## src/rtl/exp_dec_pkg.sv

```systemverilog
package exp_dec_pkg;
  localparam int WORD_W = 16;
  localparam int NIB_W  = 4;
  localparam int IDX_W  = 5;

  typedef enum logic [1:0] {
    CLS_3A = 2'd0,
    CLS_2A = 2'd1,
    CLS_1A = 2'd2,
    CLS_0A = 2'd3
  } insn_cls_e;

  typedef struct packed {
    insn_cls_e          cls;
    logic [IDX_W-1:0]   idx;
    logic               illegal;
    logic [NIB_W-1:0]   fa;
    logic [NIB_W-1:0]   fb;
    logic [NIB_W-1:0]   fc;
  } dec_res_t;
endpackage

```

## src/rtl/exp_dec_classify.sv

```systemverilog
module exp_dec_classify
  import exp_dec_pkg::*;
#(
  parameter int N_OPS_3A = 15,
  parameter int N_OPS_2A = 14,
  parameter int N_OPS_1A = 31,
  parameter int N_OPS_0A = 16
) (
  input  logic [WORD_W-1:0] word_i,
  output insn_cls_e         cls_o,
  output logic [IDX_W-1:0]  idx_o,
  output logic              illegal_o
);
  localparam int NIBS = WORD_W / NIB_W;

  logic [NIB_W-1:0] nib [NIBS];

  for (genvar g = 0; g < NIBS; g++) begin : g_nib
    assign nib[g] = word_i[g*NIB_W +: NIB_W];
  end

  // escape chain: each level widens the opcode by one nibble
  logic esc_hi, esc_mid, esc_lo;
  assign esc_hi  = &nib[NIBS-1];
  assign esc_mid = esc_hi & (&nib[NIBS-2][NIB_W-1:1]);
  assign esc_lo  = esc_mid & nib[NIBS-2][0] & (&nib[NIBS-3]);

  always_comb begin
    if (!esc_hi) begin
      cls_o = CLS_3A;
      idx_o = IDX_W'(nib[NIBS-1]);
    end else if (!esc_mid) begin
      cls_o = CLS_2A;
      idx_o = IDX_W'(nib[NIBS-2]);
    end else if (!esc_lo) begin
      cls_o = CLS_1A;
      idx_o = IDX_W'({nib[NIBS-2][0], nib[NIBS-3]});
    end else begin
      cls_o = CLS_0A;
      idx_o = IDX_W'(nib[0]);
    end
  end

  logic [IDX_W:0] limit;
  always_comb begin
    unique case (cls_o)
      CLS_3A:  limit = (IDX_W+1)'(N_OPS_3A);
      CLS_2A:  limit = (IDX_W+1)'(N_OPS_2A);
      CLS_1A:  limit = (IDX_W+1)'(N_OPS_1A);
      default: limit = (IDX_W+1)'(N_OPS_0A);
    endcase
  end

  assign illegal_o = {1'b0, idx_o} >= limit;
endmodule

```

## src/rtl/exp_dec_fields.sv

```systemverilog
module exp_dec_fields
  import exp_dec_pkg::*;
(
  input  logic [WORD_W-1:0] word_i,
  input  insn_cls_e         cls_i,
  input  logic              illegal_i,
  output logic [NIB_W-1:0]  fa_o,
  output logic [NIB_W-1:0]  fb_o,
  output logic [NIB_W-1:0]  fc_o
);
  localparam int NIBS = WORD_W / NIB_W;

  logic [NIB_W-1:0] nib [NIBS-1];

  for (genvar g = 0; g < NIBS-1; g++) begin : g_nib
    assign nib[g] = word_i[g*NIB_W +: NIB_W];
  end

  always_comb begin
    fa_o = '0;
    fb_o = '0;
    fc_o = '0;
    if (!illegal_i) begin
      unique case (cls_i)
        CLS_3A: begin
          fa_o = nib[2];
          fb_o = nib[1];
          fc_o = nib[0];
        end
        CLS_2A: begin
          fa_o = nib[1];
          fb_o = nib[0];
        end
        CLS_1A:  fa_o = nib[0];
        default: ;
      endcase
    end
  end
endmodule

```

## src/rtl/exp_dec_out_reg.sv

```systemverilog
module exp_dec_out_reg #(
  parameter int DATA_W = 8
) (
  input  logic              clk_i,
  input  logic              rst_ni,
  input  logic              in_valid_i,
  output logic              in_ready_o,
  input  logic [DATA_W-1:0] in_data_i,
  output logic              out_valid_o,
  input  logic              out_ready_i,
  output logic [DATA_W-1:0] out_data_o
);
  logic              valid_q;
  logic [DATA_W-1:0] data_q;
  logic              load;

  // refill allowed when empty or being drained this edge
  assign load       = !valid_q || out_ready_i;
  assign in_ready_o = load;

  always_ff @(posedge clk_i or negedge rst_ni) begin
    if (!rst_ni) begin
      valid_q <= 1'b0;
      data_q  <= '0;
    end else if (load) begin
      valid_q <= in_valid_i;
      if (in_valid_i) data_q <= in_data_i;
    end
  end

  assign out_valid_o = valid_q;
  assign out_data_o  = data_q;
endmodule

```

## src/rtl/exp_opcode_decoder.sv

```systemverilog
module exp_opcode_decoder
  import exp_dec_pkg::*;
#(
  parameter int N_OPS_3A = 15,
  parameter int N_OPS_2A = 14,
  parameter int N_OPS_1A = 31,
  parameter int N_OPS_0A = 16
) (
  input  logic              clk_i,
  input  logic              rst_ni,
  input  logic              in_valid_i,
  output logic              in_ready_o,
  input  logic [WORD_W-1:0] in_word_i,
  output logic              out_valid_o,
  input  logic              out_ready_i,
  output logic [1:0]        cls_o,
  output logic [IDX_W-1:0]  idx_o,
  output logic              illegal_o,
  output logic [NIB_W-1:0]  addr_a_o,
  output logic [NIB_W-1:0]  addr_b_o,
  output logic [NIB_W-1:0]  addr_c_o
);
  localparam int RES_W = $bits(dec_res_t);

  dec_res_t d_res, q_res;

  exp_dec_classify #(
    .N_OPS_3A(N_OPS_3A),
    .N_OPS_2A(N_OPS_2A),
    .N_OPS_1A(N_OPS_1A),
    .N_OPS_0A(N_OPS_0A)
  ) u_cls (
    .word_i   (in_word_i),
    .cls_o    (d_res.cls),
    .idx_o    (d_res.idx),
    .illegal_o(d_res.illegal)
  );

  exp_dec_fields u_fld (
    .word_i   (in_word_i),
    .cls_i    (d_res.cls),
    .illegal_i(d_res.illegal),
    .fa_o     (d_res.fa),
    .fb_o     (d_res.fb),
    .fc_o     (d_res.fc)
  );

  exp_dec_out_reg #(.DATA_W(RES_W)) u_reg (
    .clk_i      (clk_i),
    .rst_ni     (rst_ni),
    .in_valid_i (in_valid_i),
    .in_ready_o (in_ready_o),
    .in_data_i  (d_res),
    .out_valid_o(out_valid_o),
    .out_ready_i(out_ready_i),
    .out_data_o (q_res)
  );

  assign cls_o     = q_res.cls;
  assign idx_o     = q_res.idx;
  assign illegal_o = q_res.illegal;
  assign addr_a_o  = q_res.fa;
  assign addr_b_o  = q_res.fb;
  assign addr_c_o  = q_res.fc;
endmodule

```

## config.mk

```make
export PLATFORM = sky130hd
export DESIGN_NAME = exp_opcode_decoder
export DESIGN_NICKNAME = d
export VERILOG_FILES = /design/src/rtl/exp_dec_pkg.sv /design/src/rtl/exp_dec_classify.sv /design/src/rtl/exp_dec_fields.sv /design/src/rtl/exp_dec_out_reg.sv /design/src/rtl/exp_opcode_decoder.sv
export SDC_FILE = /design/constraint.sdc
export NUM_CORES = 1
export LEC_CHECK = 0
export ABC_AREA = 1
export BUFFER_PORTS_ARGS = -buffer_cell sky130_fd_sc_hd__buf_4
export CAP_MARGIN = 20
export CORE_ASPECT_RATIO = 1.1
export CORE_UTILIZATION = 30
export DETAILED_ROUTE_END_ITERATION = 8
export GPL_TIMING_DRIVEN = 0
export RECOVER_POWER = 100
export SKIP_CTS_REPAIR_TIMING = 1
export SLEW_MARGIN = 10
export SYNTH_ARGS = -nofsm -noshare
export SYNTH_HDL_FRONTEND = slang
export SYNTH_SLANG_ARGS = --single-unit
```

## constraint.sdc

```tcl
create_clock -name clk_i -period 1.7 [get_ports clk_i]
set_clock_uncertainty 0.1 [all_clocks]
set_input_delay 0.17 -clock clk_i [delete_from_list [all_inputs] [get_ports clk_i]]
set_output_delay 0.17 -clock clk_i [all_outputs]
set_load 0.01 [all_outputs]
```

## Word level (Yosys, flattened, before mapping)

Index checks and enable logic that the tools add are counted.

| word-level totals | value |
|---|---|
| register bits after elaboration | 21 |
| bits of input ports | 20 |
| output and inout bits | 22 |
| logic and storage cells | 28 |

| operators by class | value |
|---|---|
| order comparisons | 1 |
| equal/unequal tests | 2 |
| multiplexer cells | 13 |
| bitwise gates (word level) | 3 |
| reduce and logical (&&, ||, !) cells | 7 |

Operators by type and width:

| cell | number |
|---|---|
| 4-bit 2-to-1 mux | 4 |
| 5-bit 2-to-1 mux | 3 |
| 5-bit case mux with 3 select lines | 1 |
| 4-bit case mux with 3 select lines | 1 |
| 4-bit case mux with 2 select lines | 1 |
| 4-bit AND reduction | 2 |
| 5-bit >= comparator | 1 |
| 2-bit 2-to-1 mux | 2 |
| 1-bit bitwise AND | 3 |
| 3-bit AND reduction | 1 |
| 2-bit by 1-bit equality test with 1-bit output, second input constant | 1 |
| 2-bit equality test, second input constant | 1 |
| 2-bit zero test | 1 |
| 2-bit AND reduction | 1 |
| 1-bit zero test | 1 |
| 1-bit logical OR | 1 |
| 1-bit 2-to-1 mux | 1 |

## Depth between registers and ports, before layout

| depth | value |
|---|---|
| word-level depth | 11 |
| depth in mapped cells | 19 |
| mapped depth without buffers | 19 |

## Cells and area by module

Synthesis repeated with hierarchy kept, for this count alone.

| second synthesis, totals | value |
|---|---|
| cell total of the unflattened synthesis | 196 |
| area, all modules | 1453.9 um^2 |

Modules (own cells, without submodules):

| module | instances | cells an instance | area an instance (um^2) | seq. area each (um^2) |
|---|---|---|---|---|
| exp_dec_out_reg | 1 | 91 | 873.3 | 525.5 |
| exp_dec_classify | 1 | 54 | 352.8 | 0.0 |
| exp_dec_fields | 1 | 51 | 227.7 | 0.0 |

## Worst setup path before layout

No wires, ideal clock.

| timing | value |
|---|---|
| kind | input-to-reg |
| start point | input port in_word_i[14] |
| end point | register u_reg.data_q[4], in the netlist u_reg.out_data_o[4] |
| setup time | 0.066 ns |
| arrival time | 2.022 ns |
| required time | 1.534 ns |
| slack | -0.488 ns |
| cell stages on the path | 17 |
| path buffers | 1 |
| cells stage by stage | nand2_1 -> nor2_4 -> inv_1 -> nor2_1 -> inv_1 -> o221ai_1 -> ha_1 -> inv_1 -> nand2_1 -> a21oi_1 -> inv_1 -> nand3_1 -> a21oi_1 -> nand2_2 -> buf_6 -> nand3_1 -> nand2_1 |

| between the ends | value |
|---|---|
| cells in the longest elaborated chain, start to end | 11 |
| elaborated cells on any way between the ends | 17 |
| classes of those cells | order compare (1); eq/ne (2); mux (9); bitwise (3); reduce/logical (2) |

Ends and longest elaborated chain:

| what | line | text |
|---|---|---|
| from (decl) | exp_opcode_decoder.sv:13 | `input logic [WORD_W-1:0] in_word_i,` |
| 4-bit AND reduction | exp_dec_classify.sv:24 | `assign esc_hi = &nib[NIBS-1];` |
| 1-bit bitwise AND | exp_dec_classify.sv:25 | `assign esc_mid = esc_hi & (&nib[NIBS-2][NIB_W-1:1]);` |
| 1-bit bitwise AND (2 in a row) | exp_dec_classify.sv:26 | `assign esc_lo = esc_mid & nib[NIBS-2][0] & (&nib[NIBS-3]);` |
| 1-bit 2-to-1 mux | exp_dec_classify.sv:35 | `end else if (!esc_lo) begin` |
| 2-bit 2-to-1 mux | exp_dec_classify.sv:32 | `end else if (!esc_mid) begin` |
| 2-bit 2-to-1 mux | exp_dec_classify.sv:29 | `if (!esc_hi) begin` |
| 2-bit equality test, or another cell as far along | exp_dec_classify.sv:46 | `unique case (cls_o)` |
| 5-bit case mux with 3 select lines | exp_dec_classify.sv:46 |  |
| 5-bit >= comparator | exp_dec_classify.sv:54 | `assign illegal_o = {1'b0, idx_o} >= limit;` |
| 4-bit 2-to-1 mux * | exp_dec_fields.sv:23 | `if (!illegal_i) begin` |
| to (signal assigned) | exp_dec_out_reg.sv:27 | `if (in_valid_i) data_q <= in_data_i;` |
| to (decl) | exp_dec_out_reg.sv:14 | `logic [DATA_W-1:0] data_q;` |

Every way passes the cells marked *; elsewhere a longest branch is shown, timed or not.
A chain may end at the register's enable or synchronous reset.

## Worst setup path after layout

| timing | value |
|---|---|
| start point | input port in_word_i[14] |
| end point | register u_reg.data_q[5], in the netlist u_reg.out_data_o[5] |

The elaborated chain is that of the path after synthesis.

==> results.sh <==
export IMPL_finalHoldViolCount=0
export IMPL_r2r_start="u_reg.out_valid_o$_DFFE_PN0N_"
export IMPL_coreArea_sq_mm=0.003964
export IMPL_dr_pass1_iters=4
export IMPL_tightest_slew_ps=511.3
export IMPL_diodes=0
export IMPL_violations="negative setup slack"
export IMPL_dieArea_sq_mm=0.004382
export IMPL_clk_pin_slew_ps=80
export IMPL_synth_cell_types=22
export IMPL_avgSynthCellArea_sq_um=7.187
export IMPL_synthSimpleGateAreaFrac_pct=34.62
export IMPL_syn_nets=195
export IMPL_synthXorXnorAreaFrac_pct=0
export IMPL_syn_area_sq_mm=0.001236
export IMPL_p_per_area_mw_per_mm2=679.8
export IMPL_synth_top_area_share_pct=42.51
export IMPL_cp_max_fo=5
export IMPL_cts_buffer_depth=2
export IMPL_timing_final_crit_share_pct=121.8
export IMPL_wl_per_cell_um=12.01
export IMPL_ctsRootBufferMaster="clkbuf_8"
export IMPL_row_count=24
export IMPL_cts_buffers=3
export IMPL_fp_dieH_um=69.33
export IMPL_critPathLaunch="in_word_i[14]"
export IMPL_yosys_top_cells_area="dfrtp_1 (43%), nand2_1 (20%), inv_1 (6.1%)"
export IMPL_place_congestion=0.8972
export IMPL_yosys_mux_area_fraction_pct=0
export IMPL_fin_hold_ws_ps=74.58
export IMPL_grt_max_degree=22
export IMPL_antenna_found_initial=0
export IMPL_synth_fa_ha_area_share_pct=3.036
export IMPL_synth_top_family_by_area="simple AND/OR/NAND/NOR gates"
export IMPL_drtIter0Drc=33
export IMPL_overflow=0
export IMPL_clock_sinks=21
export IMPL_viasPerCell=4.582
export IMPL_grtUsageTotal_pct=15.02
export IMPL_rsz0062_at_grt="yes"
export IMPL_finalCriticalPeriod_ps=2070
export IMPL_clock_latency_ps=260
export IMPL_p_leak_nw=0.9719
export IMPL_nets=259
export IMPL_worst_r2r_path_depth=6
export IMPL_hold_class="in -> reg"
export IMPL_setup_viol=13
export IMPL_yosysTopAreaCell="dfrtp_1"
export IMPL_ir_drop_mv=0.3388
export IMPL_initial_core_util_pct=31.19
export IMPL_synth_edf_count=0
export IMPL_synth_compound_area_share_pct=11.34
export IMPL_synthTopCellsByCount="nand2_1 (65), dfrtp_1 (21), inv_1 (20)"
export IMPL_drive_above_1_share_pct=31.91
export IMPL_placed_cell_area_sq_mm=0.001659
export IMPL_synth_top_flop_cell="dfrtp_1"
export IMPL_io_buffers=41
export IMPL_cp_endpoint="u_reg.out_data_o[5]$_DFFE_PN0P_"
export IMPL_postLayoutCoreUtil_pct=46.88
export IMPL_grt_pass1_wl_mm=5.133
export IMPL_wirelength_mm=3.446
export IMPL_ys_warnings_count=0
export IMPL_hpwl_mm=2.449
export IMPL_worst_slack_ps=-370.2
export IMPL_drtAntennaViolNets=0
export IMPL_cp_data_required_time_ps=1810
export IMPL_max_slew_margin_rel_pct=65.91
export IMPL_critPathKind="in -> reg"
export IMPL_die_x_um=63.21
export IMPL_drc=0
export IMPL_first_global_vias=1114
export IMPL_maxCapViolations=0
export IMPL_num_io_pins=42
export IMPL_status="complete, but fails checks"
export IMPL_ys_ff_latch=21
export IMPL_synth_most_common_cell="nand2_1"
export IMPL_final_cell_area_sq_mm=0.001858
export IMPL_r2r_setup_slack_ps=0
export IMPL_syn_inst=172
export IMPL_cts_tree="built"
export IMPL_endpoint_kind="flop"
export IMPL_slew_violations=0
export IMPL_timing_fmax_mhz=483.0
export IMPL_startpoint_type="input port"
export IMPL_r2r_end="u_reg.out_data_o[5]$_DFFE_PN0P_"
export IMPL_arrival_ps=2180
export IMPL_synth_async_reset_ratio_pct=100.0
export IMPL_htree_levels=1
export IMPL_vias=1315
export IMPL_areaGrowthSynthToFinish_pct=50.30
export IMPL_seq_area_frac_synth_pct=42.51
export IMPL_totalPowerFinal_w=0.001263
==> layout by cell type (no fill, tap or decap), types with 3 or more instances in the layout <==
cell      count
a21oi_1       3
a21oi_2       4
buf_4        30
buf_6         4
clkbuf_1     24
clkbuf_8      3
dfrtp_1      21
ha_1          3
inv_1        16
inv_2         3
nand2_1      60
nand2_2       3
nand2_4       4
nand3_1       5
nand3_2      10
nor2_1       10
nor2_4        3
o21ai_0       7
o32ai_1       3
==> power breakdown <==
group          total [W]  switching [W]  internal [W]
clock network   0.000331       0.000167      0.000164
logic           0.000338       0.000200      0.000138
registers       0.000594      0.0000330      0.000561
total            0.00126       0.000400      0.000863
==> routing by layer <==
metal / part of all wire (%) / track usage, % / wire, um
met3: 3.5 / 1.974 / 120
met5: 0 / 0 / 0
met4: 1.6 / 6.061 / 55
met1: 49 / 21.93 / 1677
met2: 46 / 22.22 / 1593
==> state kept, by name (all words and copies together) (netlist names) <==
name               count
u_reg.out_data_o      20
u_reg.out_valid_o      1
==> layout make-up <==
class | instances | area, sq um
repair buffers | 59 | 386.6
multi-input cells | 126 | 725.7
inverters | 20 | 77.57
clock buffers | 3 | 41.29
flip-flops and latches | 21 | 525.5
plain buffers | 5 | 31.28
well taps | 52 | 65.06
clock inverters | 1 | 5.005
fillers | 444 | 2106
==> stage by stage <==
step | cells | setup slack (ps) | setup TNS (ps)
detailed placement | 265 | -826.0 | -10110
global route | 287 | -490.5 | -6333
CTS | 269 | -552.9 | -6556
finish | 287 | -370.2 | -4454
floorplan | 172 | -402.0 | -4864
global placement | 265 | -809.1 | -9885
==> worst max-delay path, stage by stage <==
cell      delay [ps]
buf_8             80
nand2_4           40
nor2_4           170
nand2_4          100
nor2_4           140
nand2_4           80
inv_4             80
a21oi_2           50
o221ai_2         150
ha_1             260
inv_1             50
nand2_1           50
a21oi_2          150
inv_1             70
nand3_2           80
a21oi_2           60
nand2_4          100
buf_6            130
nand3_2           70
nand2_2           70
==> logic make-up (layout without fill, tap and decap cells) <==
group | Yosys count | count (layout)
compound gates | 24 | 24
fa+ha+maj | 3 | 3
buf+inv | 25 | 88
flops | 21 | 21
simple gates | 99 | 99
==> how the worst min path moves through the flow <==
stage,end,start,cells after the start
final,u_reg.out_valid_o$_DFFE_PN0N_,out_ready_i,4
after global routing,u_reg.out_valid_o$_DFFE_PN0N_,out_ready_i,4
after CTS,u_reg.out_valid_o$_DFFE_PN0N_,rst_ni,1
after detailed placement,u_reg.out_valid_o$_DFFE_PN0N_,rst_ni,1
after global placement,u_reg.out_valid_o$_DFFE_PN0N_,rst_ni,1
after floorplan,u_reg.out_data_o[0]$_DFFE_PN0P_,rst_ni,0
Power figures use the tool's default switching activity.
